<file path="config.mk">
export PLATFORM = sky130hd
export DESIGN_NAME = boot_seq_ctrl
export DESIGN_NICKNAME = d
export VERILOG_FILES = /design/src/rtl/bootseq_pkg.sv /design/src/rtl/bootseq_cmd_sync.sv /design/src/rtl/bootseq_img_loader.sv /design/src/rtl/bootseq_flash_hdr.sv /design/src/rtl/boot_seq_ctrl.sv
export SDC_FILE = /design/constraint.sdc
export NUM_CORES = 1
export LEC_CHECK = 0
export ABC_AREA = 0
export BUFFER_PORTS_ARGS = -buffer_cell sky130_fd_sc_hd__buf_2
export CAP_MARGIN = 25
export CORE_ASPECT_RATIO = 0.7
export CORE_MARGIN = 2
export CORE_UTILIZATION = 50
export CTS_CLUSTER_SIZE = 28
export DETAILED_ROUTE_END_ITERATION = 12
export GPL_TIMING_DRIVEN = 0
export PLACE_DENSITY = 0.82
export SLEW_MARGIN = 40
export SYNTH_ARGS = -nofsm -noshare
export SYNTH_HDL_FRONTEND = slang
export SYNTH_HIERARCHICAL = 1
export SYNTH_SLANG_ARGS = --single-unit
export TNS_END_PERCENT = 50
</file>
<file path="constraint.sdc">
create_clock -name clk -period 5.1 [get_ports clk]
set_input_delay 0.255 -clock clk [delete_from_list [all_inputs] [get_ports clk]]
set_output_delay 0.255 -clock clk [all_outputs]
set_load 0.01 [all_outputs]
</file>
<file path="src/rtl/bootseq_pkg.sv">
package bootseq_pkg;

   typedef enum logic [2:0] {
      ST_BOOT,
      ST_HALT,
      ST_RUN,
      ST_STEP,
      ST_SLV,
      ST_FHDR,
      ST_FDAT
   } seq_state_e;

   localparam logic [2:0] CMD_RESET = 3'd1;
   localparam logic [2:0] CMD_LOAD  = 3'd2;
   localparam logic [2:0] CMD_START = 3'd3;
   localparam logic [2:0] CMD_STEP  = 3'd4;
   localparam logic [2:0] CMD_STOP  = 3'd5;

   localparam logic [1:0] STRAP_SLAVE = 2'b01;
   localparam logic [1:0] STRAP_FLASH = 2'b10;

endpackage

</file>
<file path="src/rtl/bootseq_cmd_sync.sv">
module bootseq_cmd_sync #(
   parameter int SYNC_STAGES = 2,
   parameter int CMD_W       = 3
) (
   input  logic             clk,
   input  logic             rst_n,
   input  logic             req_async,
   input  logic [CMD_W-1:0] cmd_async,
   output logic             req_rise,
   output logic [CMD_W-1:0] cmd_out,
   output logic             ack
);

   localparam int LAST = SYNC_STAGES - 1;

   if (SYNC_STAGES < 2) begin : g_bad_stages
      $error("bootseq_cmd_sync: SYNC_STAGES must be at least 2");
   end

   logic [SYNC_STAGES-1:0] chain;
   logic                   seen_q;

   always_ff @(posedge clk) begin
      if (!rst_n) begin
         chain  <= '0;
         seen_q <= 1'b0;
         ack    <= 1'b0;
      end else begin
         chain  <= {chain[SYNC_STAGES-2:0], req_async};
         seen_q <= chain[LAST];
         ack    <= chain[LAST];
      end
   end

   assign req_rise = chain[LAST] & ~seen_q;
   // The command bus is held steady by the debugger while its request is high.
   assign cmd_out  = cmd_async;

   assert_single_rise_R6: assert property (@(posedge clk) disable iff (!rst_n)
      req_rise |=> !req_rise);

endmodule

</file>
<file path="src/rtl/bootseq_img_loader.sv">
module bootseq_img_loader #(
   parameter int BYTE_W    = 8,
   parameter int IMG_BYTES = 512
) (
   input  logic                      clk,
   input  logic                      rst_n,
   input  logic                      enable,
   input  logic                      rx_valid,
   input  logic [BYTE_W-1:0]         rx_data,
   output logic                      we,
   output logic [$clog2(IMG_BYTES)-2:0] waddr,
   output logic [2*BYTE_W-1:0]       wdata,
   output logic                      done
);

   localparam int CNT_W = $clog2(IMG_BYTES);
   localparam logic [CNT_W-1:0] LAST_BYTE = CNT_W'(IMG_BYTES - 1);

   if ((IMG_BYTES < 4) || ((1 << CNT_W) != IMG_BYTES)) begin : g_bad_size
      $error("bootseq_img_loader: IMG_BYTES must be a power of two, at least 4");
   end

   logic [CNT_W-1:0]  cnt;
   logic [BYTE_W-1:0] hi_q;
   logic              take;

   assign take = enable & rx_valid;
   assign done = take & (cnt == LAST_BYTE);

   always_ff @(posedge clk) begin
      if (!rst_n) begin
         cnt   <= '0;
         hi_q  <= '0;
         we    <= 1'b0;
         waddr <= '0;
         wdata <= '0;
      end else begin
         we <= 1'b0;
         if (!enable) begin
            cnt <= '0;
         end else if (take) begin
            cnt <= cnt + 1'b1;
            if (!cnt[0]) begin
               hi_q <= rx_data;
            end else begin
               we    <= 1'b1;
               waddr <= cnt[CNT_W-1:1];
               wdata <= {hi_q, rx_data};
            end
         end
      end
   end

   assert_write_gap_R2: assert property (@(posedge clk) disable iff (!rst_n)
      we |=> !we);

   assert_no_write_idle_R11: assert property (@(posedge clk) disable iff (!rst_n)
      we |-> $past(enable));

endmodule

</file>
<file path="src/rtl/bootseq_flash_hdr.sv">
module bootseq_flash_hdr #(
   parameter int              BYTE_W     = 8,
   parameter int              ADDR_BYTES = 3,
   parameter logic [BYTE_W-1:0] RD_CMD   = 8'h03
) (
   input  logic              clk,
   input  logic              rst_n,
   input  logic              active,
   input  logic              tx_ack,
   output logic              tx_valid,
   output logic [BYTE_W-1:0] tx_data,
   output logic              hdr_done
);

   localparam int IDX_W = $clog2(ADDR_BYTES + 1);
   localparam logic [IDX_W-1:0] LAST_IDX = IDX_W'(ADDR_BYTES);

   if (ADDR_BYTES < 1) begin : g_bad_addr
      $error("bootseq_flash_hdr: ADDR_BYTES must be at least 1");
   end

   logic [IDX_W-1:0] idx;

   always_ff @(posedge clk) begin
      if (!rst_n || !active) begin
         idx <= '0;
      end else if (tx_ack && (idx != LAST_IDX)) begin
         idx <= idx + 1'b1;
      end
   end

   assign tx_valid = active;
   assign tx_data  = (idx == '0) ? RD_CMD : '0;
   assign hdr_done = active & tx_ack & (idx == LAST_IDX);

   assert_hdr_hold_R4: assert property (@(posedge clk) disable iff (!rst_n)
      (tx_valid && !tx_ack) |=> (!tx_valid || $stable(tx_data)));

endmodule

</file>
<file path="src/rtl/boot_seq_ctrl.sv">
module boot_seq_ctrl #(
   parameter int          BYTE_W      = 8,
   parameter int          IMG_BYTES   = 512,
   parameter int          SYNC_STAGES = 2,
   parameter int          ADDR_BYTES  = 3,
   parameter logic [7:0]  RD_CMD      = 8'h03
) (
   input  logic                          clk,
   input  logic                          rst_n,
   input  logic [1:0]                    mode_pins,
   input  logic                          dbg_req,
   input  logic [2:0]                    dbg_cmd,
   output logic                          dbg_ack,
   input  logic                          rx_valid,
   input  logic [BYTE_W-1:0]             rx_data,
   output logic                          tx_valid,
   output logic [BYTE_W-1:0]             tx_data,
   input  logic                          tx_ack,
   output logic                          flash_sel,
   output logic                          imem_we,
   output logic [$clog2(IMG_BYTES)-2:0]  imem_addr,
   output logic [2*BYTE_W-1:0]           imem_wdata,
   output logic                          core_run,
   output logic                          core_step,
   output logic                          core_halt
);

   import bootseq_pkg::*;

   if (BYTE_W != 8) begin : g_bad_byte
      $error("boot_seq_ctrl: the read command is an 8-bit value, BYTE_W must be 8");
   end

   seq_state_e st, st_n;
   logic       auto_q, auto_n;
   logic [1:0] strap_q;
   logic       cmd_rise;
   logic [2:0] cmd;
   logic       ld_done, hdr_done;

   bootseq_cmd_sync #(.SYNC_STAGES(SYNC_STAGES), .CMD_W(3)) u_sync (
      .clk(clk), .rst_n(rst_n), .req_async(dbg_req), .cmd_async(dbg_cmd),
      .req_rise(cmd_rise), .cmd_out(cmd), .ack(dbg_ack));

   bootseq_img_loader #(.BYTE_W(BYTE_W), .IMG_BYTES(IMG_BYTES)) u_load (
      .clk(clk), .rst_n(rst_n), .enable((st == ST_SLV) || (st == ST_FDAT)),
      .rx_valid(rx_valid), .rx_data(rx_data), .we(imem_we),
      .waddr(imem_addr), .wdata(imem_wdata), .done(ld_done));

   bootseq_flash_hdr #(.BYTE_W(BYTE_W), .ADDR_BYTES(ADDR_BYTES), .RD_CMD(RD_CMD)) u_hdr (
      .clk(clk), .rst_n(rst_n), .active(st == ST_FHDR), .tx_ack(tx_ack),
      .tx_valid(tx_valid), .tx_data(tx_data), .hdr_done(hdr_done));

   always_comb begin
      st_n   = st;
      auto_n = auto_q;
      case (st)
         ST_BOOT: begin
            if (strap_q == STRAP_SLAVE) begin
               st_n   = ST_SLV;
               auto_n = 1'b1;
            end else if (strap_q == STRAP_FLASH) begin
               st_n   = ST_FHDR;
               auto_n = 1'b1;
            end else begin
               st_n   = ST_HALT;
            end
         end
         ST_HALT: begin
            if (cmd_rise) begin
               if (cmd == CMD_START)     st_n = ST_RUN;
               else if (cmd == CMD_STEP) st_n = ST_STEP;
               else if (cmd == CMD_LOAD) begin
                  st_n   = ST_SLV;
                  auto_n = 1'b0;
               end
            end
         end
         ST_RUN:  if (cmd_rise && (cmd == CMD_STOP)) st_n = ST_HALT;
         ST_STEP: st_n = ST_HALT;
         ST_FHDR: if (hdr_done) st_n = ST_FDAT;
         ST_SLV, ST_FDAT: if (ld_done) st_n = auto_q ? ST_RUN : ST_HALT;
         default: st_n = ST_HALT;
      endcase
      if (cmd_rise && (cmd == CMD_RESET) && (st != ST_BOOT)) st_n = ST_HALT;
   end

   always_ff @(posedge clk) begin
      if (!rst_n) begin
         st      <= ST_BOOT;
         auto_q  <= 1'b0;
         strap_q <= mode_pins;
      end else begin
         st     <= st_n;
         auto_q <= auto_n;
      end
   end

   assign core_run  = (st == ST_RUN);
   assign core_step = (st == ST_STEP);
   assign core_halt = ~core_run;
   assign flash_sel = (st == ST_FHDR) || (st == ST_FDAT);

   assert_run_cause_R7: assert property (@(posedge clk) disable iff (!rst_n)
      $rose(core_run) |-> ($past(cmd_rise) || $past(ld_done)));

   assert_step_one_cycle_R8: assert property (@(posedge clk) disable iff (!rst_n)
      core_step |=> (!core_step && !core_run));

   assert_reset_cmd_halts_R10: assert property (@(posedge clk) disable iff (!rst_n)
      (cmd_rise && (cmd == CMD_RESET) && (st != ST_BOOT)) |=> (!core_run && !flash_sel));

   assert_sel_drop_R5: assert property (@(posedge clk) disable iff (!rst_n)
      $fell(flash_sel) |-> ($past(ld_done) || $past(cmd_rise)));

endmodule

</file>
Word level (Yosys, flattened, before mapping)

Index checks and enable logic that the tools add are counted.

Reduce and logical (&&, ||, !) cells: 22
Eq/ne operators: 30
Muxes and demuxes: 21
Bitwise logic cells: 9
Add/subtract/negate cells: 2

Operator list:

| cell                                                  | number |
|---|---|
| 2-to-1 mux 3 bit                                      | 9 |
| == test 3 bit, second input constant                  | 5 |
| one-hot mux 3 bit (5 select lines)                    | 1 |
| inequality test 2 bit, second input constant          | 7 |
| == test 3 x 2 -> 1 bit, second input constant         | 4 |
| inequality test 3 bit, second input constant          | 4 |
| AND reduction 5 bit                                   | 2 |
| adder 9 x 1 -> 9 bit, second input constant           | 1 |
| == test 9 bit, second input constant                  | 1 |
| AND reduction 3 bit                                   | 3 |
| 2-to-1 mux 1 bit                                      | 8 |
| == test 3 x 1 -> 1 bit, second input constant         | 2 |
| AND reduction 6 bit                                   | 1 |
| bitwise AND 1 bit                                     | 5 |
| inequality test 5 bit, second input constant          | 1 |
| == test 2 bit, second input constant                  | 2 |
| logical AND 1 bit                                     | 4 |
| 2-to-1 mux 2 bit                                      | 2 |
| inequality test 4 bit, second input constant          | 1 |
| inverter 1 bit                                        | 4 |
| OR reduction 2 bit                                    | 2 |
| zero test 3 bit                                       | 1 |
| logical OR 1 bit                                      | 3 |
| inequality test 3 x 1 -> 1 bit, second input constant | 1 |
| 9 further kinds                                       | 10 |

Bits in registers: 53
Input bits: 18
Word-level logic and storage cells: 96
Output and inout port bits: 39

Longest topological paths before layout

Depth in word-level cells: 7
Mapped depth: 9
Gate-level depth less buffers: 9

Modules after synthesis

Netlist, hierarchy kept.

Modules (own cells, without submodules):

| module             | sequential area each (um^2) | area each (um^2) | cells an instance | instances |
|---|---|---|---|---|
| bootseq_img_loader | 840.8                       | 1,627.8          | 179               | 1 |
| boot_seq_ctrl      | 140.1                       | 569.3            | 67                | 1 |
| bootseq_flash_hdr  | 40.0                        | 187.7            | 22                | 1 |
| bootseq_cmd_sync   | 60.1                        | 115.1            | 10                | 1 |

Worst setup path after synthesis

OpenSTA, ideal clock, no wires.

Kind: flip-flop to flip-flop
Start point: reg u_load.cnt[0]
End point: reg st[1]
Arrival time: 1,613 ps
Required time: 5,028 ps
Library setup time: 72 ps
Period minus slack after synthesis: 1,684 ps
Stages on the path, launching flop included: 10
Slack: 3,416 ps
Path buffers: 0
Cells stage by stage: dfxtp_1 -> ha_1 -> nand2_1 -> nor3_1 -> ha_1 -> and3_1 -> nor2_1 -> o21a_1 -> a221oi_2 -> mux2i_1

Cells in the longest elaborated chain, start to end: 4

Ends and longest elaborated chain:

| element                                | line                     | RTL |
|---|---|---|
| start: declaration                     | bootseq_img_loader.sv:23 | `logic [CNT_W-1:0] cnt;` |
| start signal: assignment               | bootseq_img_loader.sv:42 | `cnt <= cnt + 1'b1;` |
| == test 9 bit                          | bootseq_img_loader.sv:28 | `assign done = take & (cnt == LAST_BYTE);` |
| bitwise AND 1 bit                      | bootseq_img_loader.sv:28 |  |
| via ld_done                            | boot_seq_ctrl.sv:39      | `logic ld_done, hdr_done;` |
| inequality test 2 bit (no source line) | n/a                      |  |
| AND reduction 5 bit (no source line)   | n/a                      |  |
| end signal: assignment                 | boot_seq_ctrl.sv:94      | `st <= st_n;` |
| end: declaration                       | boot_seq_ctrl.sv:34      | `seq_state_e st, st_n;` |

The timed path passes the listed nets, and every way through them passes these cells.
A chain may end at the register's enable or synchronous reset.

Worst setup path after layout

Start point: reg st[2]
End point: reg u_load.cnt[7]

Cells in the longest elaborated chain, start to end: 3
Elaborated cells between the ends (all ways): 5
Those cells by class: 2 x eq/ne; 1 x bitwise; 2 x reduce/logical

Ends and longest elaborated chain:

| element                                                  | line                | RTL |
|---|---|---|
| == test 3 bit                                            | boot_seq_ctrl.sv:46 | `.clk(clk), .rst_n(rst_n), .enable((st == ST_SLV) \|\| (st == ST_FDAT)),` |
| logical OR 1 bit *                                       | boot_seq_ctrl.sv:46 |  |
| bitwise AND 1 bit or AND reduction 2 bit (tied branches) | n/a                 |  |

Mark *: on every way between the ends. The rest lies on a longest branch, timed or not.

==> flow_metrics.py <==
metrics = {
    "place": {
        "pre_cts_ws_ns": 3.16,
        "place.gp.congestion": 0.875,
        "portBuffers": 46,
        "dpl.hpwl_um": 3670,
    },
    "worst_hold_path": {
        "min-delay-path-class": "in2reg",
        "min_to": "strap_q[0]$_DFFE_PN_",
        "hp-start": "mode_pins[0]",
        "whs_path_depth": 1,
    },
    "timing": {
        "hold_viol": 0,
        "final.setup.worst_slack_ns": 3.11,
        "fin_crit_ns": 1.99,
        "max_slew_margin_pct": 62.6,
        "rsz0062_at_grt": "no",
        "slew_violations": 0,
        "skew_ns": 0.00458,
        "worst_pin_slew_ns": 0.560,
        "max_freq_mhz": 504,
        "fin_tns_setup_ns": 0,
        "fin_crit_sh_pct": 38.9,
        "setup_violations": 0,
    },
    "pwr": {
        "power.switching_uw": 305,
        "leakage_nw": 1.28,
        "power.share.switching_pct": 29.9,
        "p_comb_share_pct": 27.5,
        "p_int_uw": 717,
        "cellPowerDensity_nw_per_um2": 347,
        "p_clk_share_pct": 27.4,
        "ir_worst_vdd_mv": 0.200,
        "p_seq_share_pct": 45.1,
    },
    "floorplanning": {
        "die_w_um": 88.5,
        "rows": 21,
        "die_h_um": 63.2,
        "fp.coreArea_um2": 4810,
        "start_util_pct": 52.0,
        "io_pins": 57,
        "die_area_um2": 5590,
    },
    "route": {
        "viasPerCell": 5.01,
        "vias": 2035,
        "drtIter0Drc": 164,
        "routed_wl_um": 5000,
        "ant_nets": 0,
        "routedWlPerCell_um": 12.3,
        "firstDrtPassIters": 4,
        "drc_errors": 0,
    },
    "worst_setup_path": {
        "path_cells": "buf_4, nor2b_1, nand4_2, or4_1, a21oi_1",
        "r2r_start": "st[2]$_SDFFE_PP0P_",
        "required_ns": 5.33,
        "end_kind": "flop",
        "cpPeakStageDelay_ns": 0.49,
        "r2r_setup_slack_ns": 3.11,
        "critPathMaxFanout": 10,
        "r2r_end": "u_load/cnt[7]$_SDFFE_PN0P_",
        "critPathSlowestCell": "nor2b_1",
        "r2r_cells": 5,
        "worstSetupPathType": "reg2reg",
        "startpoint_type": "flop",
        "worstPathArrival_ns": 2.22,
    },
    "synthesis": {
        "synth_top_area_share_pct": 40.8,
        "syn_avg_cell_area_um2": 8.99,
        "synth_edf_count": 2,
        "ys_ff_latch": 53,
        "synth_area_leaders": "dfxtp_1, nand2_1, a21boi_0",
        "yosysTopAreaCell": "dfxtp_1",
        "synth_ff_type": "dfxtp_1",
        "ys_seq_area_share_pct": 43.2,
        "yosys_warnings": 6,
        "syn-instance-count": 278,
        "async_flop_share_pct": 0,
        "synth_cell_type_count": 47,
        "syn_area_um2": 2500,
    },
    "cells_and_area": {
        "drive_above_1_share_pct": 26.1,
        "fin_nets": 359,
        "mostFrequentLayoutCells": "nand2_1, dfxtp_1, buf_2",
        "final_common_cell": "nand2_1",
        "diodes": 0,
        "layout-area-overhead-vs-synth_pct": 17.9,
        "fillers": 440,
    },
    "clocking": {
        "numCtsBuffers": 5,
        "cts_resized": 0,
        "path_clk_slew_ns": 0.09,
        "cts.sinks": 53,
        "post_cts_buffers": 0,
        "tritoncts": "yes",
        "root_buffer": "clkbuf_8",
        "htree_levels": 2,
        "clkLatencyLatePin_ns": 0.30,
        "cts_hold_buf": 0,
        "clockBufferDepth": 2,
    },
    "global_route": {
        "grt_pass1_vias": 1880,
        "grt_max_degree": 17,
        "grt_usage_pct": 19.2,
        "antenna_found_initial": 0,
        "grt_pass1_wl_um": 8340,
        "gr-total-overflow": 0,
    },
    "outcome": {
        "status": "finished clean",
    },
    "run": {
        "maxCapViolCount": 0,
    },
}
[worst max-delay path, delay by kind of cell (launching register included)]
family / cells / cell delay (ns)
simple gates: 3 / 1.26
flops: 1 / 0.33
buf+inv: 1 / 0.16
compound gates: 1 / 0.16
[worst max-delay path by stage]
stage	cells past startpoint	to	start
floorplan	9	st[1]$_SDFFE_PP0P_	u_load/cnt[0]$_SDFFE_PN0P_
global placement	6	u_load/waddr[4]$_SDFFE_PN0P_	st[2]$_SDFFE_PP0P_
detailed placement	5	u_load/cnt[7]$_SDFFE_PN0P_	st[2]$_SDFFE_PP0P_
CTS	5	u_load/cnt[7]$_SDFFE_PN0P_	st[2]$_SDFFE_PP0P_
global route	7	u_load/wdata[12]$_SDFFE_PN0P_	st[2]$_SDFFE_PP0P_
finish	5	u_load/cnt[7]$_SDFFE_PN0P_	st[2]$_SDFFE_PP0P_
[state kept, by name (all words and copies together) (netlist names)]
name	flops
u_load/hi_q	8
u_load/we	1
strap_q	2
st	3
u_load/wdata	16
u_hdr/idx	2
auto_q	1
u_load/cnt	9
u_sync/chain	2
u_load/waddr	8
u_sync/seen_q	1
[kinds of logic after synthesis]
family / share of synthesized area [%]
adders and majority gates: 2.50
DFF: 43.2
xor gates and xnor gates: 1.05
muxes: 4.80
other: 0.150
AOI/OAI and AO/OA: 15.7
and+or+nand+nor: 24.7
buffers and inverters: 7.91
[power by group through the flow]
| stage | combinational [mW] | clock (mW) | sequential (mW) |
|---|---|---|---|
| after floorplan | 0.222 | 0 | 0.465 |
| after global placement | 0.274 | 0 | 0.468 |
| after detailed placement | 0.277 | 0 | 0.469 |
| after CTS | 0.278 | 0.288 | 0.460 |
| after global routing | 0.310 | 0.304 | 0.465 |
| final | 0.281 | 0.281 | 0.461 |
[synth_stat cells (2+ instances only)]
cell type	count
a21boi_0	21
a21boi_1	3
a21oi_1	12
and2_1	5
and3_1	3
buf_2	5
buf_4	13
buf_6	2
clkbuf_1	4
dfxtp_1	51
edfxtp_1	2
ha_1	5
inv_1	10
mux2i_1	12
nand2_1	55
nand2b_1	4
nand3_1	3
nand3b_1	3
nand4_2	2
nor2_1	10
nor2b_1	10
nor2b_4	2
nor3_1	2
nor3b_2	3
o21a_1	2
o21ai_0	6
o21ai_1	2
or3_1	4
or3b_1	2
xnor2_1	3
[cell type report]
class                           instances  area, um^2  area share [%]
Sequential cell                        53        1080            36.7
Multi-Input combinational cell        196        1240            42.1
Tap cell                               69        86.3            2.93
Timing Repair Buffer                   46         230            7.81
Inverter                               10        37.5            1.27
Clock buffer                            6        72.6            2.46
Clock inverter                          2        38.8            1.32
Buffer                                 24         160            5.44
[per-layer routing]
layer	vias up	GRT usage [%]	routed length [um]
met5	-	0	0
met4	0	6.82	82
met3	8	4.98	271
met2	56	29.5	2130
met1	945	25.9	2510
li1	1026	-	-
[per-stage QoR]
stage / cell area (um^2) / std cells / util, % / hold WS (ns) / power, mW
after floorplan: 2520 / 283 / - / 0.354 / 0.687
after global placement: 2840 / 398 / 59.0 / 0.417 / 0.742
after detailed placement: 2840 / 398 / 59.0 / 0.426 / 0.747
after CTS: 2950 / 406 / 61.3 / 0.113 / 1.03
after global routing: 2950 / 406 / 61.3 / 0.100 / 1.08
final: 2950 / 406 / 61.3 / 0.119 / 1.02
No activity file was read; power rests on OpenSTA's default activity.
